File: config.mk
export PLATFORM = sky130hd
export DESIGN_NAME = uart_hold_fifo
export DESIGN_NICKNAME = d
export VERILOG_FILES = /design/src/rtl/hfifo_pkg.sv /design/src/rtl/hfifo_clear.sv /design/src/rtl/hfifo_thresh.sv /design/src/rtl/hfifo_core.sv /design/src/rtl/uart_hold_fifo.sv
export SDC_FILE = /design/constraint.sdc
export NUM_CORES = 1
export LEC_CHECK = 0
export BUFFER_PORTS_ARGS = -buffer_cell sky130_fd_sc_hd__buf_2
export CAP_MARGIN = 20
export CELL_PAD_IN_SITES_DETAIL_PLACEMENT = 1
export CELL_PAD_IN_SITES_GLOBAL_PLACEMENT = 1
export CORE_MARGIN = 2
export CORE_UTILIZATION = 40
export DETAILED_ROUTE_END_ITERATION = 8
export GPL_ROUTABILITY_DRIVEN = 1
export PLACE_DENSITY_LB_ADDON = 0.12
export REMOVE_ABC_BUFFERS = 1
export SLEW_MARGIN = 20
export SYNTH_ARGS = -nofsm -noshare
export SYNTH_HDL_FRONTEND = slang
export SYNTH_SLANG_ARGS = --single-unit
File: constraint.sdc
create_clock -name clk -period 6.7 [get_ports clk]
set_clock_uncertainty 0.05 [all_clocks]
set_input_delay 1.675 -clock clk [delete_from_list [all_inputs] [get_ports clk]]
set_output_delay 1.675 -clock clk [all_outputs]
set_load 0.01 [all_outputs]
File: src/rtl/hfifo_pkg.sv
package hfifo_pkg;

    typedef enum logic {
        SIDE_RX = 1'b0,
        SIDE_TX = 1'b1
    } side_e;

    // Threshold for a select code, scaled from the buffer depth.
    function automatic int unsigned trig_level(side_e side, int unsigned depth, logic [1:0] sel);
        case (sel)
            2'd0:    return depth / 8;
            2'd1:    return depth / 4;
            2'd2:    return (side == SIDE_RX) ? depth - depth / 8  : depth / 2;
            default: return (side == SIDE_RX) ? depth - depth / 16 : depth - depth / 8;
        endcase
    endfunction

endpackage

File: src/rtl/hfifo_clear.sv
module hfifo_clear #(
    parameter int unsigned CLR_CYCLES = 2
) (
    input  logic clk,
    input  logic rst_n,
    input  logic clr_req,
    output logic busy
);
    localparam int unsigned CW = $clog2(CLR_CYCLES + 1);

    logic [CW-1:0] cnt_d, cnt_q;

    always_comb begin
        if (clr_req)
            cnt_d = CW'(CLR_CYCLES);
        else if (cnt_q != '0)
            cnt_d = cnt_q - CW'(1);
        else
            cnt_d = cnt_q;
    end

    always_ff @(posedge clk or negedge rst_n) begin
        if (!rst_n) cnt_q <= '0;
        else        cnt_q <= cnt_d;
    end

    assign busy = (cnt_q != '0);

    // a request always raises busy at the next edge
    assert_req_busy_R8: assert property (@(posedge clk) disable iff (!rst_n)
        clr_req |=> busy);

    // busy falls on its own after the last counted cycle
    assert_busy_ends_R8: assert property (@(posedge clk) disable iff (!rst_n)
        (!clr_req && cnt_q == CW'(1)) |=> !busy);

endmodule

File: src/rtl/hfifo_thresh.sv
module hfifo_thresh
    import hfifo_pkg::*;
#(
    parameter int unsigned DEPTH = 64,
    parameter side_e       SIDE  = SIDE_RX,
    parameter int unsigned LW    = $clog2(DEPTH + 1)
) (
    input  logic          clk,
    input  logic          rst_n,
    input  logic          fifo_en,
    input  logic [LW-1:0] level,
    input  logic [1:0]    trig_sel,
    output logic          trig
);
    logic [LW-1:0] thr;

    always_comb thr = LW'(trig_level(SIDE, DEPTH, trig_sel));

    generate
        if (SIDE == SIDE_RX) begin : g_rx
            // characters held against threshold
            assign trig = (level >= thr);
        end else begin : g_tx
            logic [LW-1:0] cap;
            logic [LW-1:0] free;
            assign cap  = fifo_en ? LW'(DEPTH) : LW'(1);
            assign free = (level >= cap) ? '0 : cap - level;
            assign trig = (free >= thr);
        end
    endgenerate

    // single-byte mode never meets any threshold
    assert_dis_no_trig_R7: assert property (@(posedge clk) disable iff (!rst_n)
        (!fifo_en && level <= LW'(1)) |-> !trig);

endmodule

File: src/rtl/hfifo_core.sv
module hfifo_core #(
    parameter int unsigned DEPTH = 64,
    parameter int unsigned WIDTH = 8,
    parameter int unsigned LW    = $clog2(DEPTH + 1),
    parameter int unsigned AW    = $clog2(DEPTH)
) (
    input  logic             clk,
    input  logic             rst_n,
    input  logic             fifo_en,
    input  logic             push,
    input  logic [WIDTH-1:0] push_data,
    input  logic             pop,
    input  logic             clr_req,
    input  logic             hold,
    output logic [LW-1:0]    level,
    output logic             full,
    output logic             empty,
    output logic             overflow,
    output logic [WIDTH-1:0] pop_data
);
    typedef struct packed {
        logic [AW-1:0]    wr;
        logic [AW-1:0]    rd;
        logic [LW-1:0]    lvl;
        logic             ovf;
        logic [WIDTH-1:0] pd;
    } st_t;

    st_t st_d, st_q;

    logic [WIDTH-1:0] mem_q [DEPTH];

    logic [LW-1:0] cap;
    logic          can_push, can_pop, lost;
    logic [AW-1:0] wr_addr, rd_addr;

    always_comb begin
        cap      = fifo_en ? LW'(DEPTH) : LW'(1);
        wr_addr  = fifo_en ? st_q.wr : '0;
        rd_addr  = fifo_en ? st_q.rd : '0;
        can_pop  = pop  && !hold && (st_q.lvl != '0);
        can_push = push && !hold && ((st_q.lvl < cap) || can_pop);
        lost     = push && !hold && !can_push;

        st_d = st_q;
        if (clr_req) begin
            st_d.wr  = '0;
            st_d.rd  = '0;
            st_d.lvl = '0;
            st_d.ovf = 1'b0;
        end else begin
            st_d.wr  = fifo_en ? st_q.wr + AW'(can_push) : '0;
            st_d.rd  = fifo_en ? st_q.rd + AW'(can_pop)  : '0;
            st_d.lvl = st_q.lvl + LW'(can_push) - LW'(can_pop);
            st_d.ovf = st_q.ovf | lost;
            if (can_pop) st_d.pd = mem_q[rd_addr];
        end
    end

    always_ff @(posedge clk or negedge rst_n) begin
        if (!rst_n) st_q <= '0;
        else        st_q <= st_d;
    end

    always_ff @(posedge clk) begin
        if (can_push) mem_q[wr_addr] <= push_data;
    end

    assign level    = st_q.lvl;
    assign full     = (st_q.lvl >= cap);
    assign empty    = (st_q.lvl == '0);
    assign overflow = st_q.ovf;
    assign pop_data = st_q.pd;

    assert_full_drop_R3: assert property (@(posedge clk) disable iff (!rst_n)
        (push && !pop && full && !hold) |=> ($stable(level) && overflow));

    assert_ovf_sticky_R3: assert property (@(posedge clk) disable iff (!rst_n)
        (overflow && !clr_req) |=> overflow);

    assert_empty_pop_R4: assert property (@(posedge clk) disable iff (!rst_n)
        (pop && !push && empty && !hold) |=> ($stable(level) && $stable(pop_data)));

    assert_clear_empties_R8: assert property (@(posedge clk) disable iff (!rst_n)
        clr_req |=> (level == '0 && !overflow));

    assert_busy_ignored_R9: assert property (@(posedge clk) disable iff (!rst_n)
        (hold && !clr_req) |=> (level == '0));

    assert_level_bound_R2: assert property (@(posedge clk) disable iff (!rst_n)
        level <= LW'(DEPTH));

endmodule

File: src/rtl/uart_hold_fifo.sv
module uart_hold_fifo
    import hfifo_pkg::*;
#(
    parameter int unsigned DEPTH      = 64,
    parameter int unsigned WIDTH      = 8,
    parameter int unsigned CLR_CYCLES = 2,
    parameter side_e       SIDE       = SIDE_RX,
    localparam int unsigned LW        = $clog2(DEPTH + 1)
) (
    input  logic             clk,
    input  logic             rst_n,
    input  logic             fifo_en,
    input  logic             push,
    input  logic [WIDTH-1:0] push_data,
    input  logic             pop,
    output logic [WIDTH-1:0] pop_data,
    input  logic [1:0]       trig_sel,
    input  logic             clr_req,
    output logic             clr_busy,
    output logic [LW-1:0]    level,
    output logic             empty,
    output logic             full,
    output logic             overflow,
    output logic             trig
);
    logic hold;

    assign hold = clr_req | clr_busy;

    hfifo_clear #(.CLR_CYCLES(CLR_CYCLES)) u_clear (
        .clk     (clk),
        .rst_n   (rst_n),
        .clr_req (clr_req),
        .busy    (clr_busy)
    );

    hfifo_core #(.DEPTH(DEPTH), .WIDTH(WIDTH), .LW(LW)) u_core (
        .clk       (clk),
        .rst_n     (rst_n),
        .fifo_en   (fifo_en),
        .push      (push),
        .push_data (push_data),
        .pop       (pop),
        .clr_req   (clr_req),
        .hold      (hold),
        .level     (level),
        .full      (full),
        .empty     (empty),
        .overflow  (overflow),
        .pop_data  (pop_data)
    );

    hfifo_thresh #(.DEPTH(DEPTH), .SIDE(SIDE), .LW(LW)) u_thresh (
        .clk      (clk),
        .rst_n    (rst_n),
        .fifo_en  (fifo_en),
        .level    (level),
        .trig_sel (trig_sel),
        .trig     (trig)
    );

endmodule

==> flow_summary.toml <==
[run_status]
status = "completed"

[floorplanning]
coreArea_sq_um = 55310
die_h_um = 241.0
die-width_um = 241.0
pin_count = 36
rows = 86
start_util_pct = 40.63
die_area_sq_um = 58090

[clocking]
cts_tree = "yes"
cts_num_sinks = 542
clk_path_buf_depth = 3
htree_num_levels = 2
path_clk_slew_ps = 60
cts_buffers = 57
cts_setup_buffers = 0
cts-resized-gates = 0
hold_buffers = 0
clkLatencyLatePin_ps = 620
cts_root_buf = "clkbuf_16"

[global_routing]
grt_pass1_wl_um = 92510
grt_start_max_net_pins = 102
antenna_found_initial = 0
track_usage_pct = 22.20
grt_pass1_vias = 13370
grt-ovfl-total = 0

[critical_path]
path_common_cell = "buf_2"
crit_arrival_ps = 3230
slowest_delay_ps = 300
ff2ff_path_depth = 7
slowest_stage = "or2_2"
crit_path_max_fanout = 12
start_kind = "primary input"
critPathBufInv = 3
endpoint_kind = "primary output"
crit_cells = 8
crit_chain = "buf_2 > inv_2 > ha_1 > a21bo_2 > nand3_1 > a21o_1 > or2_2 > buf_2"
worst_r2r_endpoint = "u_core.pop_data[4]$_DFFE_PN0P_"
worstSetupPathType = "in -> out"
reg2reg_from = "u_core.st_q[16]$_DFF_PN0_"
path_delay_family = "buffers and inverters"
reg2reg_slack_ps = 2430
crit_required_ps = 4970

[final_layout]
area_growth_pct = 11.92
antennaDiodeCount = 0
drive_above_1_share_pct = 13.57
final.fill_count = 5453
fin_nets = 1522
utilization_pct = 45.47

[drt]
route.vias.total = 12880
viasPerCell = 5.644
drt_wl_total_um = 63100
routedWlPerCell_um = 27.66
firstDrtPassIters = 5
drc = 0
antenna_left = 0
drtIter0Drc = 950

[power_and_ir_drop]
p_per_area_nw_per_um2 = 303.5
p_total_mw = 7.633
p_leak_nw = 7.885
ir_drop_v = 0.0002605

[yosys]
synth_top_family_by_area = "compound AO/OA/AOI/OAI gates"
synth_fa_ha_area_share_pct = 1.258
synth-compound-area-share_pct = 8.937
synthXorXnorAreaFrac_pct = 0.5067
ys_ff_latch = 542
yosys_warnings = 0
synth.area.mux_share_pct = 7.361
synth_cells = 1465
synth_edf_count = 512
synth_seq_area_share_pct = 71.76
yosysUniqueCellTypes = 69
synth_ff_type = "edfxtp_1"
avgSynthCellArea_sq_um = 15.34
yosys.area_share.simple_pct = 7.038
syn_area_sq_um = 22470
async_flop_share_pct = 5.535

[timing]
setup_viol = 0
fmax_mhz = 201.9
worstMarginPinSlew_ps = 1002
slew_headroom_pct = 33.23
period_needed_ps = 4952
timing.hold.ws_ps = 458.0
final-hold-violation-count = 0
rsz0062_at_grt = "false"
slew_violations = 0
post-route-period-util_pct = 73.91

[worst_hold_path]
worstHoldPathType = "reg -> reg"
hold_path_startpoint = "u_core.overflow$_DFF_PN0_"
min_to = "u_core.overflow$_DFF_PN0_"
holdPathStages = 2

[flow_run]
drv_cap = 0

[placed_design]
finalWeightedCongestion = 0.8354
io_buffers = 35
dp.final_hpwl_um = 38830
## tightest hold or removal path, cell delays in order, from the launching register on
cell	delay, ps
dfrtp_1	350
a21oi_1	50
nor2_1	70
## layout by cell type, fill, tap and decap left out, types with 16 or more instances in the layout
cell         n
mux2i_1    109
mux2_2      18
nor2b_1     27
nand2_1     69
nand3b_1    16
inv_1       23
o21ai_0     36
a22oi_1     24
a221oi_1    19
a211oi_1    38
dfrtp_1     27
nand3_1     27
buf_4       22
edfxtp_1   512
a31oi_1     16
clkbuf_16   58
nor2_1     128
ha_1        21
buf_2       35
a21oi_1     56
## worst max path at each step
stage | start | to | slack (ps)
after global placement | fifo_en | u_core.mem_q[37][4]$_DFFE_PP_ | 1370
final | fifo_en | full | 1750
after CTS | fifo_en | full | 1740
after floorplan | u_core.st_q[16]$_DFF_PN0_ | u_core.pop_data[0]$_DFFE_PN0P_ | -350
after detailed placement | fifo_en | u_core.mem_q[37][4]$_DFFE_PP_ | 1270
after global routing | fifo_en | full | 1680
## final cells by class
| class | instances | area [sq um] | share of cell area (%) |
|---|---|---|---|
| clock buffer | 66 | 1481 | 5.891 |
| sequential | 542 | 16130 | 64.14 |
| inverter | 26 | 97.59 | 0.3881 |
| timing repair buffer | 59 | 375.4 | 1.493 |
| clock inverter | 42 | 480.5 | 1.910 |
| multi-input combinational | 798 | 5647 | 22.45 |
| tap | 748 | 935.9 | 3.721 |
## sequential cells by signal, summed over array words and instances (netlist names)
name	count
u_core.mem_q	512
u_core.st_q	12
u_core.overflow	1
u_core.pop_data	8
u_clear.cnt_q	2
u_core.level	7
## through the flow
stage | TNS, ps | setup WS (ps) | cell area (sq um) | cells
global route | 0 | 1684 | 25150 | 2281
floorplan | -2696 | -352.5 | 21860 | 1366
CTS | 0 | 1737 | 25130 | 2280
global placement | 0 | 1372 | 23170 | 2172
detailed placement | 0 | 1270 | 23170 | 2172
finish | 0 | 1748 | 25150 | 2281
## cell families (layout without fill, tap and decap cells)
group | after synthesis | count (layout)
AOI/OAI and AO/OA | 288 | 288
xor gates and xnor gates | 13 | 13
buffers and inverters | 125 | 193
DFF | 542 | 542
muxes | 144 | 144
adders and majority gates | 22 | 22
and+or+nand+nor | 331 | 331
## power breakdown
part / switching, mW / leakage, nW / internal, mW
Clock: 1.35 / 0.945 / 1.94
Combinational: 0.337 / 1.95 / 0.203
Sequential: 0.0552 / 4.99 / 3.75
Total: 1.74 / 7.89 / 5.90
## per-layer routing
metal  global-route usage (%)  vias up  part of all wire (%)
met1                    31.31     6729                    45
li1                         -     5733                     -
met4                    6.379        0                   2.2
met2                    36.01      343                    47
met5                        0        -                     0
met3                    3.054       70                   5.0
## cell usage after synthesis (all sizes together) (8+ instances only)
cell type | instances | area [sq um]
a2111oi | 8 | 70.07
a211oi | 38 | 285.3
a21oi | 57 | 289.0
a221o | 12 | 120.1
a221oi | 19 | 166.4
a22oi | 24 | 180.2
a31oi | 17 | 112.6
a32o | 8 | 80.08
and2 | 13 | 81.33
and3 | 14 | 87.58
buf | 69 | 494.2
clkbuf | 30 | 112.6
dfrtp | 30 | 750.7
edfxtp | 512 | 15370
ha | 21 | 262.8
inv | 26 | 97.59
mux2 | 20 | 225.2
mux2i | 109 | 1091
mux4 | 15 | 337.8
nand2 | 73 | 289.0
nand3 | 27 | 135.1
nand3b | 16 | 120.1
nor2 | 133 | 514.2
nor2b | 27 | 168.9
o21ai | 49 | 249.0
o221ai | 12 | 105.1
o311ai | 8 | 70.07
o31ai | 12 | 90.09
xor2 | 8 | 70.07
No activity file was read; power rests on OpenSTA's default activity.
